==> src/rtl/dbgbp_pkg.sv <==
// Package: shared sizes, register offsets and bit positions of the
// debug breakpoint match unit. Assumes a 16-entry register window.
package dbgbp_pkg;
    localparam int DW       = 16;  // register and data width
    localparam int PA_HI_W  = 2;   // program address bits above DW
    localparam int PG_W     = 4;   // program page width
    localparam int PG_LSB   = 4;   // page field position in high word
    localparam int CNT_W    = 16;  // pass counter width
    localparam int N_PBP    = 3;   // number of program breakpoints

    // word offsets inside the window
    localparam logic [3:0] OFS_RSVD   = 4'h0;
    localparam logic [3:0] OFS_VREF   = 4'h1;
    localparam logic [3:0] OFS_PB0    = 4'h2;
    localparam logic [3:0] OFS_CNT0   = 4'h8;
    localparam logic [3:0] OFS_AMASK  = 4'hB;
    localparam logic [3:0] OFS_AREF   = 4'hC;
    localparam logic [3:0] OFS_ENA    = 4'hD;
    localparam logic [3:0] OFS_MODE   = 4'hE;
    localparam logic [3:0] OFS_STAT   = 4'hF;

    // enable bits
    localparam int EN_VW   = 0;
    localparam int EN_VR   = 1;
    localparam int EN_AW   = 2;
    localparam int EN_AR   = 3;
    localparam int EN_CD   = 4;
    localparam int EN_XW   = 5;
    localparam int EN_XR   = 6;
    localparam int EN_PB0  = 7;
    localparam int EN_BRA  = 10;
    localparam int EN_IRQ  = 11;
    localparam int EN_TBF  = 12;
    localparam int EN_LOOP = 13;
    localparam int EN_ILL  = 14;
    localparam int EN_STEP = 15;

    // status bits
    localparam int ST_VAL  = 0;
    localparam int ST_ADR  = 1;
    localparam int ST_CD   = 2;
    localparam int ST_XREG = 3;
    localparam int ST_ABT  = 4;
    localparam int ST_PB0  = 5;
    localparam int ST_BRA  = 11;
    localparam int ST_IRQ  = 12;
    localparam int ST_TBF  = 13;
    localparam int ST_ILL  = 14;
    localparam int ST_TRAP = 15;

    // mode word bits
    localparam int MD_DBG  = 15;
    localparam int MD_BOOT = 14;
    localparam int MD_ERR  = 13;
endpackage

==> src/rtl/dbgbp_data_cmp.sv <==
// Module: dbgbp_data_cmp
// Combinational data-bus comparator. Produces the value, address and
// coincidence causes for one transfer. Assumes a set mask bit means
// "ignore this address bit" and that enables are already decoded.
module dbgbp_data_cmp #(
    parameter int DW = 16
) (
    input  logic          da_valid,
    input  logic          da_write,
    input  logic [DW-1:0] da_addr,
    input  logic [DW-1:0] da_value,
    input  logic [DW-1:0] ref_addr,
    input  logic [DW-1:0] addr_mask,
    input  logic [DW-1:0] ref_value,
    input  logic          en_vw,
    input  logic          en_vr,
    input  logic          en_aw,
    input  logic          en_ar,
    input  logic          en_cd,
    output logic          val_hit,
    output logic          adr_hit,
    output logic          cd_hit
);
    logic adr_eq;
    logic val_eq;
    logic dir_val_en;
    logic dir_adr_en;

    // raw comparisons, independent of direction
    always_comb begin
        adr_eq = ((da_addr ^ ref_addr) & ~addr_mask) == '0;
        val_eq = (da_value == ref_value);
    end

    // pick the enable matching the transfer direction
    always_comb begin
        dir_val_en = da_write ? en_vw : en_vr;
        dir_adr_en = da_write ? en_aw : en_ar;
    end

    // qualified causes
    always_comb begin
        val_hit = da_valid && val_eq && dir_val_en;
        adr_hit = da_valid && adr_eq && dir_adr_en;
        cd_hit  = da_valid && adr_eq && val_eq && en_cd;
    end
endmodule

==> src/rtl/dbgbp_prog_bp.sv <==
// Module: dbgbp_prog_bp
// One program-address breakpoint: low/high address and page registers,
// a pass counter and the match logic. Assumes register writes and
// counter decrements never coincide with intent (a write wins).
module dbgbp_prog_bp #(
    parameter int DW      = 16,
    parameter int HI_W    = 2,
    parameter int PG_W    = 4,
    parameter int PG_LSB  = 4,
    parameter int CNT_W   = 16
) (
    input  logic                 clk,
    input  logic                 rst_n,
    input  logic                 enable,
    input  logic                 wr_lo,
    input  logic                 wr_hi,
    input  logic                 wr_cnt,
    input  logic [DW-1:0]        wdata,
    input  logic                 pf_valid,
    input  logic [DW+HI_W-1:0]   pf_addr,
    input  logic [PG_W-1:0]      pf_page,
    output logic [DW-1:0]        lo_word,
    output logic [DW-1:0]        hi_word,
    output logic [CNT_W-1:0]     cnt_q,
    output logic                 hit
);
    localparam int PA_W = DW + HI_W;

    logic [DW-1:0]   lo_q;
    logic [HI_W-1:0] hi_q;
    logic [PG_W-1:0] pg_q;
    logic            armed;

    // address and page registers
    always_ff @(posedge clk) begin
        if (!rst_n) begin
            lo_q <= '0;
            hi_q <= '0;
            pg_q <= '0;
        end else begin
            if (wr_lo) lo_q <= wdata;
            if (wr_hi) begin
                hi_q <= wdata[HI_W-1:0];
                pg_q <= wdata[PG_LSB +: PG_W];
            end
        end
    end

    // enabled fetch match on full address plus page
    always_comb begin
        armed = enable && pf_valid
                && (pf_addr == PA_W'({hi_q, lo_q}))
                && (pf_page == pg_q);
        hit   = armed && (cnt_q == '0);
    end

    // pass counter: load from port, otherwise count down on a match
    always_ff @(posedge clk) begin
        if (!rst_n) begin
            cnt_q <= '0;
        end else if (wr_cnt) begin
            cnt_q <= wdata[CNT_W-1:0];
        end else if (armed && (cnt_q != '0)) begin
            cnt_q <= cnt_q - 1'b1;
        end
    end

    // register read-back views
    always_comb begin
        lo_word = lo_q;
        hi_word = '0;
        hi_word[HI_W-1:0] = hi_q;
        hi_word[PG_LSB +: PG_W] = pg_q;
    end

    AST_CNT_HOLD: assert property (@(posedge clk) disable iff (!rst_n)
        (!enable && !wr_cnt) |=> $stable(cnt_q)) else $error("counter moved while disabled");
    AST_PASS_DEC: assert property (@(posedge clk) disable iff (!rst_n)
        (hit && !wr_cnt) |=> (cnt_q == '0)) else $error("counter left zero after a break");
endmodule

==> src/rtl/dbg_bkpt_unit.sv <==
// Module: dbg_bkpt_unit
// Top of the debug breakpoint match unit: register window, enable
// gating, sticky cause flags, mode word and the break pulse. Assumes a
// single-cycle register write strobe and combinational register reads.
module dbg_bkpt_unit
    import dbgbp_pkg::*;
#(
    parameter int          RADDR_W  = 8,
    parameter logic [7:0]  WIN_BASE = 8'h60
) (
    input  logic                   clk,
    input  logic                   rst_n,
    input  logic                   reg_we,
    input  logic [RADDR_W-1:0]     reg_addr,
    input  logic [DW-1:0]          reg_wdata,
    output logic [DW-1:0]          reg_rdata,
    input  logic                   pf_valid,
    input  logic [DW+PA_HI_W-1:0]  pf_addr,
    input  logic [PG_W-1:0]        pf_page,
    input  logic                   da_valid,
    input  logic                   da_write,
    input  logic [DW-1:0]          da_addr,
    input  logic [DW-1:0]          da_value,
    input  logic                   ev_branch,
    input  logic                   ev_loop,
    input  logic                   ev_irq,
    input  logic                   ev_tbfull,
    input  logic                   ev_illegal,
    input  logic                   ev_xrd,
    input  logic                   ev_xwr,
    input  logic                   ev_swtrap,
    input  logic                   ev_abort,
    input  logic                   in_debug,
    input  logic                   in_boot,
    input  logic                   usr_reset,
    output logic                   brk_req
);
    logic [3:0]      ofs;
    logic            in_win;
    logic            wr_en;

    logic [DW-1:0]   vref_q;
    logic [DW-1:0]   amask_q;
    logic [DW-1:0]   aref_q;
    logic [DW-1:0]   ena_q;
    logic [DW-1:0]   stat_q;
    logic            err_q;
    logic            hit_q;

    logic [DW-1:0]   pb_lo  [N_PBP];
    logic [DW-1:0]   pb_hi  [N_PBP];
    logic [CNT_W-1:0] pb_cnt [N_PBP];
    logic [N_PBP-1:0] pb_hit;

    logic            val_hit;
    logic            adr_hit;
    logic            cd_hit;
    logic [DW-1:0]   cause;
    logic            hit_any;
    logic            stat_wr;

    // window decode
    always_comb begin
        ofs    = reg_addr[3:0];
        in_win = (reg_addr[RADDR_W-1:4] == WIN_BASE[RADDR_W-1:4]);
        wr_en  = reg_we && in_win;
        stat_wr = wr_en && (ofs == OFS_STAT);
    end

    // plain configuration registers
    always_ff @(posedge clk) begin
        if (!rst_n) begin
            vref_q  <= '0;
            amask_q <= '0;
            aref_q  <= '0;
            ena_q   <= '0;
        end else if (wr_en) begin
            if (ofs == OFS_VREF)  vref_q  <= reg_wdata;
            if (ofs == OFS_AMASK) amask_q <= reg_wdata;
            if (ofs == OFS_AREF)  aref_q  <= reg_wdata;
            if (ofs == OFS_ENA)   ena_q   <= reg_wdata;
        end
    end

    // program breakpoints, one instance each
    for (genvar g = 0; g < N_PBP; g++) begin : g_pbp
        localparam logic [3:0] LO_OFS  = 4'(OFS_PB0 + 2 * g);
        localparam logic [3:0] HI_OFS  = 4'(OFS_PB0 + 2 * g + 1);
        localparam logic [3:0] CNT_OFS = 4'(OFS_CNT0 + g);

        dbgbp_prog_bp #(
            .DW     (DW),
            .HI_W   (PA_HI_W),
            .PG_W   (PG_W),
            .PG_LSB (PG_LSB),
            .CNT_W  (CNT_W)
        ) i_pbp (
            .clk      (clk),
            .rst_n    (rst_n),
            .enable   (ena_q[EN_PB0 + g]),
            .wr_lo    (wr_en && (ofs == LO_OFS)),
            .wr_hi    (wr_en && (ofs == HI_OFS)),
            .wr_cnt   (wr_en && (ofs == CNT_OFS)),
            .wdata    (reg_wdata),
            .pf_valid (pf_valid),
            .pf_addr  (pf_addr),
            .pf_page  (pf_page),
            .lo_word  (pb_lo[g]),
            .hi_word  (pb_hi[g]),
            .cnt_q    (pb_cnt[g]),
            .hit      (pb_hit[g])
        );
    end

    dbgbp_data_cmp #(.DW(DW)) i_dcmp (
        .da_valid  (da_valid),
        .da_write  (da_write),
        .da_addr   (da_addr),
        .da_value  (da_value),
        .ref_addr  (aref_q),
        .addr_mask (amask_q),
        .ref_value (vref_q),
        .en_vw     (ena_q[EN_VW]),
        .en_vr     (ena_q[EN_VR]),
        .en_aw     (ena_q[EN_AW]),
        .en_ar     (ena_q[EN_AR]),
        .en_cd     (ena_q[EN_CD]),
        .val_hit   (val_hit),
        .adr_hit   (adr_hit),
        .cd_hit    (cd_hit)
    );

    // gate events with their enables and gather the cause vector
    always_comb begin
        cause = '0;
        cause[ST_VAL]  = val_hit;
        cause[ST_ADR]  = adr_hit;
        cause[ST_CD]   = cd_hit;
        cause[ST_XREG] = (ev_xwr && ena_q[EN_XW]) || (ev_xrd && ena_q[EN_XR]);
        cause[ST_ABT]  = ev_abort;
        cause[ST_PB0 +: N_PBP] = pb_hit;
        cause[ST_BRA]  = (ev_branch && ena_q[EN_BRA]) || (ev_loop && ena_q[EN_LOOP]);
        cause[ST_IRQ]  = ev_irq && ena_q[EN_IRQ];
        cause[ST_TBF]  = ev_tbfull && ena_q[EN_TBF];
        cause[ST_ILL]  = ev_illegal && ena_q[EN_ILL];
        cause[ST_TRAP] = ev_swtrap;
        hit_any = (|cause) || (pf_valid && ena_q[EN_STEP]);
    end

    // sticky status: write-one-to-clear, new causes win
    always_ff @(posedge clk) begin
        if (!rst_n) begin
            stat_q <= '0;
        end else begin
            stat_q <= (stat_q & ~(stat_wr ? reg_wdata : '0)) | cause;
        end
    end

    // sticky user-reset-in-debug flag
    always_ff @(posedge clk) begin
        if (!rst_n) begin
            err_q <= 1'b0;
        end else if (usr_reset && in_debug) begin
            err_q <= 1'b1;
        end else if (wr_en && (ofs == OFS_MODE) && reg_wdata[MD_ERR]) begin
            err_q <= 1'b0;
        end
    end

    // break pulse on the first cycle of a match run
    always_ff @(posedge clk) begin
        if (!rst_n) begin
            hit_q   <= 1'b0;
            brk_req <= 1'b0;
        end else begin
            hit_q   <= hit_any;
            brk_req <= hit_any && !hit_q;
        end
    end

    // register read multiplexer
    always_comb begin
        reg_rdata = '0;
        if (in_win) begin
            case (ofs)
                OFS_VREF:  reg_rdata = vref_q;
                OFS_AMASK: reg_rdata = amask_q;
                OFS_AREF:  reg_rdata = aref_q;
                OFS_ENA:   reg_rdata = ena_q;
                OFS_STAT:  reg_rdata = stat_q;
                OFS_MODE: begin
                    reg_rdata[MD_DBG]  = in_debug;
                    reg_rdata[MD_BOOT] = in_boot;
                    reg_rdata[MD_ERR]  = err_q;
                end
                default: begin
                    for (int k = 0; k < N_PBP; k++) begin
                        if (ofs == 4'(OFS_PB0 + 2 * k))     reg_rdata = pb_lo[k];
                        if (ofs == 4'(OFS_PB0 + 2 * k + 1)) reg_rdata = pb_hi[k];
                        if (ofs == 4'(OFS_CNT0 + k))        reg_rdata[CNT_W-1:0] = pb_cnt[k];
                    end
                end
            endcase
        end
    end

    AST_BRK_ONE_CYCLE: assert property (@(posedge clk) disable iff (!rst_n)
        brk_req |=> !brk_req) else $error("break pulse longer than one cycle");
    AST_BRK_FROM_CAUSE: assert property (@(posedge clk) disable iff (!rst_n)
        $rose(brk_req) |-> ($past(stat_wr) || (stat_q != '0) || $past(pf_valid)))
        else $error("break without any cause");
    AST_STAT_STICKY: assert property (@(posedge clk) disable iff (!rst_n)
        !stat_wr |=> ((stat_q & $past(stat_q)) == $past(stat_q)))
        else $error("status flag dropped without a clear");
    AST_ERR_STICKY: assert property (@(posedge clk) disable iff (!rst_n)
        (err_q && !wr_en) |=> err_q) else $error("mode error flag dropped");
endmodule

==> config.mk <==
export PLATFORM = sky130hd
export DESIGN_NAME = dbg_bkpt_unit
export DESIGN_NICKNAME = d
export VERILOG_FILES = /design/src/rtl/dbgbp_pkg.sv /design/src/rtl/dbgbp_data_cmp.sv /design/src/rtl/dbgbp_prog_bp.sv /design/src/rtl/dbg_bkpt_unit.sv
export SDC_FILE = /design/constraint.sdc
export NUM_CORES = 1
export LEC_CHECK = 0
export ABC_CLOCK_PERIOD_IN_PS = 4900
export BUFFER_PORTS_ARGS = -buffer_cell sky130_fd_sc_hd__buf_2
export CORE_ASPECT_RATIO = 0.75
export CORE_MARGIN = 3
export CORE_UTILIZATION = 55
export CTS_CLUSTER_DIAMETER = 60
export DETAILED_ROUTE_END_ITERATION = 7
export PLACE_DENSITY = 0.82
export SYNTH_ARGS = -nofsm -noshare
export SYNTH_HDL_FRONTEND = slang
export SYNTH_HIERARCHICAL = 1
export SYNTH_SLANG_ARGS = --single-unit
==> constraint.sdc <==
create_clock -name clk -period 4.9 [get_ports clk]
set_clock_uncertainty 0.1 [all_clocks]
set_input_delay 0.98 -clock clk [delete_from_list [all_inputs] [get_ports clk]]
set_output_delay 0.98 -clock clk [all_outputs]
set_load 0.01 [all_outputs]
==> summary.md, run 1 <==
| Metric | Value |
|---|---|
| Outcome | finished, final reports clean |
| P_sw | 1.070 mW |
| Post-CTS setup buffers | 0 |
| Final nets | 1854 |
| Most instantiated library cell after synthesis | nand2_1 |
| Clk sinks | 197 |
| Kind of critical path | input port to primary output |
| Sequential area share after synthesis | 28.15% |
| Synth Cell Area | 14010 µm² |
| Flop-to-flop setup slack | 1.66 ns |
| PortBufs | 112 |
| Max-slew violations | 0 |
| Multi-input gate area | 9016 µm² |
| Area growth syn-to-layout | 6.680% |
| Synth top area share | 28.15% |
| Asr flop ratio synth | 0% |
| Die height | 144.2 µm |
| Inst Count DP | 2064 |
| Layout Cells excl Fill | 2096 |
| YS warnings | 6 |
| Post-route ant nets | 0 |
| IO Pins | 113 |
| Met1 usage | 53.76% |
| Initial DRC count | 2595 |
| First-pass GRT wire length | 80410 µm |
| Worst R2R Start | g_pbp[2].i_pbp/hi_q[1] |
| DP Wirelength | 38210 µm |
| Headroom to the max-slew limit | 30.80% |
| Comb power frac | 13.5% |
| Pin count of the biggest net entering global routing | 115 |
| Number of max-cap violations | 0 |
| Layout cells sized above 1 | 13.82% |
| Clock group share of total power | 41.7% |
| H-tree depth | 4 |
| Worst slew pin tran | 1.024 ns |
| Reg clk slew, reported paths | 0.08 ns |
| Root buffer cell | clkbuf_16 |
| CTS Hold Bufs | 0 |
| Sequential Power Share | 44.8% |
| Clock buffer depth | 2 |
| # diodes | 0 |
| Post-cts resize count | 0 |
| Final hold vios | 0 |
| Initial antenna violation count | 1 |
| Flops & latches, synth | 197 |
| Core Box Area | 24520 µm² |
| Leak | 5.505 nW |
| Switch share | 29.81% |
| Avg Inst Size Synth | 8.108 µm² |
| RR Endpoint | brk_req |
| Worst Setup End Kind | primary output |
| Min cycle time layout | 4.370 ns |
| CTS tree | yes |
| Post-DR wirelength/cell | 25.89 µm |
| Register area | 3944 µm² |
| Via-per-instance ratio | 6.913 |
| Cells on worst reg2reg path | 9 |
| Site Rows | 49 |
| Crit path from | reg_addr[1] |
| Yosys top cell by area | dfxtp_1 |
| Crit path max fanout | 38 |
| GR Util All Layers | 38.36% |
| Hold/Removal Path Class | flip-flop to flip-flop |
| Critical path capture point | reg_rdata[10] |
| Required @ worst endpoint | 3.82 ns |
| GR peak layer | met2 |
| RSZ-0062 raised after global routing | false |
| Main flop type after synthesis | dfxtp_1 |
| Fillcell total | 2226 |
| Met3 Usage GRT | 11.56% |
| DRC viols | 0 |
| Met2 Usage GRT | 55.48% |
| Die X | 190.3 µm |
| Synthesized instance count | 1728 |
| Initial Util | 57.13% |
| 1st-pass router iterations | 7 |
| DR vias | 14490 |
| Die ar. | 27450 µm² |
| Post-synth top cells | 210 x nand2_1, 197 x dfxtp_1, 93 x nor2b_1, 93 x o21ai_0, 88 x mux2i_1 |
| Gpl congestion | 0.9962 |
| Dpl cell area | 14320 µm² |
| Synth area leaders | dfxtp_1 28%, mux2i_1 6.3%, nand2_1 5.6% |
| Unique masters post-synth | 93 |
| Critical Path Start Type | input port |
| Pwr per Cell Area | 240.1 nW/µm² |
| Vias in the first global route | 13240 |
| EDFF count, synth | 0 |
| Period utilisation layout | 89.18% |
| Setup violators final | 0 |
| Setup_tns | 0 ns |
| Internal | 2.519 mW |
| Post-Layout Inst Area | 14950 µm² |
| Clock Latency Late Sink | 0.46 ns |
| Maximum VDD drop | 256.4 µV |
| Global route overflow | 0 |
| F_max | 228.9 MHz |
| Post-Route WL | 54260 µm |
| Num CTS Buffers | 17 |
| Critical Path AT | 3.29 ns |
[critical path, stage by stage]
cell and delay (ns):
buf_2 0.39, buf_4 0.45, nand2b_1 0.35, o21ai_0 0.25
a32oi_1 0.11, a221oi_1 0.43, nor3_1 0.13, buf_2 0.17
[cells in the final DEF (no fill, tap or decap), types with 8 or more instances in the layout]
master,synthesis,layout
inv_1,32,32
clkbuf_16,0,17
nand2_1,210,210
nor4_1,37,37
xor2_1,51,51
or4_4,9,9
nand3_1,45,45
nor3b_1,9,9
a221oi_1,10,10
a32oi_1,20,20
nand4_1,41,41
a21oi_1,64,64
conb_1,3,30
nor2_1,58,56
nor4b_1,15,15
a311oi_1,13,13
o21bai_1,8,8
and4_1,9,9
a21boi_0,69,69
nand2b_1,10,10
o221ai_1,9,9
nor2b_1,93,93
nor3_1,31,29
xnor2_1,47,47
buf_4,48,35
buf_2,51,110
and3_1,34,34
mux2i_1,88,88
o22ai_1,15,15
dfxtp_1,197,197
a211oi_1,8,8
a22oi_1,12,12
o31ai_1,15,15
o21ai_0,93,93
a31oi_1,29,29
[per-stage QoR]
| step | power [mW] | setup slack (ns) | util [%] | hold WS (ns) |
|---|---|---|---|---|
| final | 3.589 | 0.5304 | 60.95 | 0.2876 |
| after global placement | 2.102 | 0.6953 | 58.40 | 0.2735 |
| after CTS | 3.565 | 0.6390 | 60.95 | 0.2873 |
| after floorplan | 1.934 | 1.497 | - | 0.2674 |
| after detailed placement | 2.106 | 0.6374 | 58.40 | 0.2751 |
| after global routing | 3.676 | 0.4640 | 60.95 | 0.3119 |
[layer usage]
| layer | up-vias | wire (µm) | share of wire [%] |
|---|---|---|---|
| li1 | 6324 | - | - |
| met1 | 6872 | 21840 | 40 |
| met2 | 1110 | 22430 | 41 |
| met3 | 182 | 7836 | 14 |
| met4 | 2 | 2138 | 3.9 |
| met5 | - | 10 | 0.018 |
[cell families after synthesis]
family / after synthesis / synth area share, %
buffers and inverters: 201 / 8.332
XOR/XNOR: 98 / 6.126
AO/OA/AOI/OAI: 455 / 22.66
AND/OR/NAND/NOR: 673 / 27.19
adder cells (fa/ha/maj): 6 / 0.5358
multiplexers: 95 / 6.930
flip-flops: 197 / 28.15
other: 3 / 0.08037
[final cells by class]
class / count / share of cell area [%]
Multi-Input combinational cell: 1357 / 60.32
Sequential cell: 197 / 26.39
Timing Repair Buffer: 146 / 5.517
Clock buffer: 18 / 2.938
Tap cell: 331 / 2.771
Clock inverter: 14 / 1.239
Inverter: 33 / 0.8287
[power groups by stage]
stage               logic [mW]  clock network (mW)  registers, mW
finish                   0.486                1.49           1.61
global route             0.509                1.56           1.61
CTS                      0.464                1.49           1.61
detailed placement       0.460                   0           1.65
global placement         0.456                   0           1.65
floorplan                0.289                   0           1.64
[registers in the layout, summed over array words and instances, names as in the netlist]
name	cells
err_q	1
g_pbp.i_pbp/cnt_q	48
stat_q	16
vref_q	16
g_pbp.i_pbp/hi_q	6
g_pbp.i_pbp/pg_q	12
hit_q	1
amask_q	16
ena_q	16
g_pbp.i_pbp/lo_word	48
aref_q	16
brk_req	1
[worst min-delay path by stage]
stage	depth (start not counted)	slack (ns)	from	endpoint
6_report	1	0.29	hit_q	brk_req
5_1_grt	1	0.31	hit_q	brk_req
4_1_cts	1	0.29	hit_q	brk_req
3_5_place_dp	1	0.28	hit_q	brk_req
3_3_place_gp	1	0.27	hit_q	brk_req
2_1_floorplan	1	0.27	hit_q	brk_req
Power figures use the tool's default switching activity.
==> inputs of run 2 (changes only) <==
--- a/config.mk
+++ b/config.mk
@@ -7,12 +7,14 @@
 export LEC_CHECK = 0
 export ABC_CLOCK_PERIOD_IN_PS = 4900
 export BUFFER_PORTS_ARGS = -buffer_cell sky130_fd_sc_hd__buf_2
+export CELL_PAD_IN_SITES_DETAIL_PLACEMENT = 1
+export CELL_PAD_IN_SITES_GLOBAL_PLACEMENT = 2
 export CORE_ASPECT_RATIO = 0.75
 export CORE_MARGIN = 3
-export CORE_UTILIZATION = 55
+export CORE_UTILIZATION = 40
 export CTS_CLUSTER_DIAMETER = 60
 export DETAILED_ROUTE_END_ITERATION = 7
-export PLACE_DENSITY = 0.82
+export PLACE_DENSITY = 0.95
 export SYNTH_ARGS = -nofsm -noshare
 export SYNTH_HDL_FRONTEND = slang
 export SYNTH_HIERARCHICAL = 1
==> run 2 against run 1 <==
  * Design area is 0.85% higher
  * Total power is 2.1% lower
  * Sequential power hardly changed
  * Clock power is 6% lower
  * Die area is 36% higher
  * Sequential cell count stayed put
  * Via count is 1.2% lower
  * Wire length is 14% higher
  * Register-to-register slack better by 0.09 ns
  * Core utilization is 17 points lower
  * Cell count is 5.8% higher
  * Clock-buffer cell count is 2 higher
  * Critical endpoint unchanged
  * Largest cell class unchanged
==> summary.md, run 2 (same netlist as run 1, synthesis figures left out) <==
| Metric | Value |
|---|---|
| Die ar. | 37330 µm² (was 27450 µm²) |
| Final nets | 1855 (was 1854) |
| Leading cell type in the layout, fill and taps excluded | nand2_1 (unchanged) |
| Leading cell types in the layout, fill and taps excluded | 210 x nand2_1, 197 x dfxtp_1, 110 x buf_2, 93 x nor2b_1, 93 x o21ai_0 (unchanged) |
| Post-cts resize count | 0 (unchanged) |
| Min cycle time layout | 4.265 ns (was 4.370 ns) |
| Site Rows | 58 (was 49) |
| Wl on met1 | 27350 µm (was 21840 µm) |
| CP max stage delay | 0.46 ns (was 0.45 ns) |
| Critical Path Start Type | input port (unchanged) |
| Period utilisation layout | 87.04% (was 89.18%) |
| DR top layer | met5 (unchanged) |
| Clk sinks | 197 (unchanged) |
| Fillcell total | 4136 (was 2226) |
| GR Util All Layers | 32.25% (was 38.36%) |
| Setup_tns | 0 ns (unchanged) |
| Kind of critical path | input port to primary output (unchanged) |
| Clock buffer depth | 2 (unchanged) |
| RSZ-0062 raised after global routing | false (unchanged) |
| Headroom to the max-slew limit | 25.96% (was 30.80%) |
| First-pass GRT wire length | 91870 µm (was 80410 µm) |
| Global route overflow | 0 (unchanged) |
| Final hold vios | 0 (unchanged) |
| Cells on worst reg2reg path | 9 (unchanged) |
| Reg clk slew, reported paths | 0.08 ns (about the same) |
| DP Wirelength | 44270 µm (was 38210 µm) |
| Gpl congestion | 0.9962 (unchanged) |
| Post-layout util | 44.29% (was 60.95%) |
| Post-Route WL | 61760 µm (was 54260 µm) |
| Crit path max fanout | 27 (was 38) |
| Maximum VDD drop | 219.5 µV (was 256.4 µV) |
| Flop-to-flop setup slack | 1.75 ns (was 1.66 ns) |
| Hold EP | brk_req (unchanged) |
| Vias in the first global route | 14110 (was 13240) |
| 1st-pass router iterations | 5 (was 7) |
| Setup violators final | 0 (unchanged) |
| Hold_sp | hit_q (unchanged) |
| Register area | 3944 µm² (unchanged) |
| PortBufs | 112 (unchanged) |
| F_max | 234.5 MHz (was 228.9 MHz) |
| Critical Path AT | 3.19 ns (was 3.29 ns) |
| Initial DRC count | 1688 (was 2595) |
| Post-DR wirelength/cell | 27.84 µm (was 25.89 µm) |
| Wire length on met3 | 6132 µm (was 7836 µm) |
| Outcome | finished, final reports clean (unchanged) |
| H-tree depth | 4 (unchanged) |
| Core Box Area | 34040 µm² (was 24520 µm²) |
| Leak | 5.495 nW (was 5.505 nW) |
| Pwr per Cell Area | 233.0 nW/µm² (was 240.1 nW/µm²) |
| DR vias | 14320 (was 14490) |
| Area growth syn-to-layout | 7.582% (was 6.680%) |
| Initial Util | 41.17% (was 57.13%) |
| Worst R2R Start | g_pbp[1].i_pbp/cnt_q[4] (was g_pbp[2].i_pbp/hi_q[1]) |
| RR Endpoint | brk_req (unchanged) |
| Post-route ant nets | 0 (unchanged) |
| Met2 wire len | 26100 µm (was 22430 µm) |
| Hold Path Cell Cnt | 1 (unchanged) |
| IO Pins | 113 (unchanged) |
| Cell chain of the critical path | buf_2, nand2b_1, buf_4, a2bb2oi_1, o221ai_1, a221oi_1, nor3_1, buf_2 (was buf_2, buf_4, nand2b_1, o21ai_0, a32oi_1, a221oi_1, nor3_1, buf_2) |
| Number of max-cap violations | 0 (unchanged) |
| Root buffer cell | clkbuf_16 (unchanged) |
| Initial antenna violation count | 2 (was 1) |
| Worst Setup End Kind | primary output (unchanged) |
| Die X | 222.1 µm (was 190.3 µm) |
| Via-per-instance ratio | 6.454 (was 6.913) |
| Pin count of the biggest net entering global routing | 127 (was 115) |
| Hold/Removal Path Class | flip-flop to flip-flop (unchanged) |
| Most frequent CP cell | buf_2 (unchanged) |
| Worst slew pin tran | 1.096 ns (was 1.024 ns) |
| Max-slew violations | 0 (unchanged) |
| DRC viols | 0 (unchanged) |
| Num CTS Buffers | 17 (unchanged) |
| Post-CTS setup buffers | 0 (unchanged) |
| Clock Latency Late Sink | 0.46 ns (about the same) |
| CTS Hold Bufs | 0 (unchanged) |
| Multi-input gate area | 9016 µm² (unchanged) |
| Required @ worst endpoint | 3.82 ns (about the same) |
| Die height | 168.1 µm (was 144.2 µm) |
| Crit path max-delay cell type | buf_2 (was buf_4) |
| CTS tree | yes (unchanged) |
| Layout cells sized above 1 | 13.82% (about the same) |
## run 2: changes by cell type in the layout (fill, tap and decap cells not counted), moves of 2 or more
cell,before,now
clkinv_4,1,3
clkinv_8,5,0
clkinv_2,0,3
diode_2,0,2
buf_4,35,33
buf_12,0,3
## run 2: critical path: cells and delay by family
kind,cells,cell delay (ns)
compound gates,3,0.77
buf+inv,3,0.90
simple gates,2,0.53
## run 2: routing by layer
layer | track usage [%] | up-vias
met2 | 47.04 | 686
met5 | 0 | -
met4 | 11.54 | 2
li1 | - | 6333
met1 | 45.12 | 7154
met3 | 9.482 | 140
## run 2: how the worst max path moves through the flow
stage | slack [ns] | cells past startpoint | start | end
after floorplan | 1.50 | 7 | reg_addr[0] | reg_rdata[3]
after global placement | 0.71 | 8 | reg_addr[3] | reg_rdata[10]
after detailed placement | 0.71 | 8 | reg_addr[3] | reg_rdata[10]
after CTS | 0.71 | 8 | reg_addr[3] | reg_rdata[10]
after global routing | 0.50 | 9 | reg_addr[0] | reg_rdata[10]
final | 0.63 | 8 | reg_addr[3] | reg_rdata[10]
## run 2: cell type report
cell class	instances	share of cell area [%]
multi-input cells	1357	59.82
flip-flops and latches	197	26.16
repair buffers	147	5.769
well taps	450	3.735
clock buffers	20	3.030
inverters	33	0.8218
clock inverters	12	0.6309
diodes	2	0.03320
## run 2: power by group
group | leakage (nW) | internal, mW | total, mW | switching (mW)
sequential | 1.59 | 1.60 | 1.61 | 0.00493
combinational | 3.63 | 0.166 | 0.502 | 0.336
clock | 0.273 | 0.688 | 1.40 | 0.713
## run 2: through the flow
stage / hold slack (ns) / cell area, µm² / setup WS, ns / power, mW / instances
after detailed placement: 0.2769 / 14520 / 0.7105 / 2.129 / 2184
after CTS: 0.2916 / 15070 / 0.7112 / 3.503 / 2216
after floorplan: 0.2674 / 14110 / 1.497 / 1.934 / 1755
after global routing: 0.3109 / 15070 / 0.5021 / 3.610 / 2217
after global placement: 0.2786 / 14520 / 0.7054 / 2.120 / 2184
final: 0.2952 / 15070 / 0.6350 / 3.512 / 2218
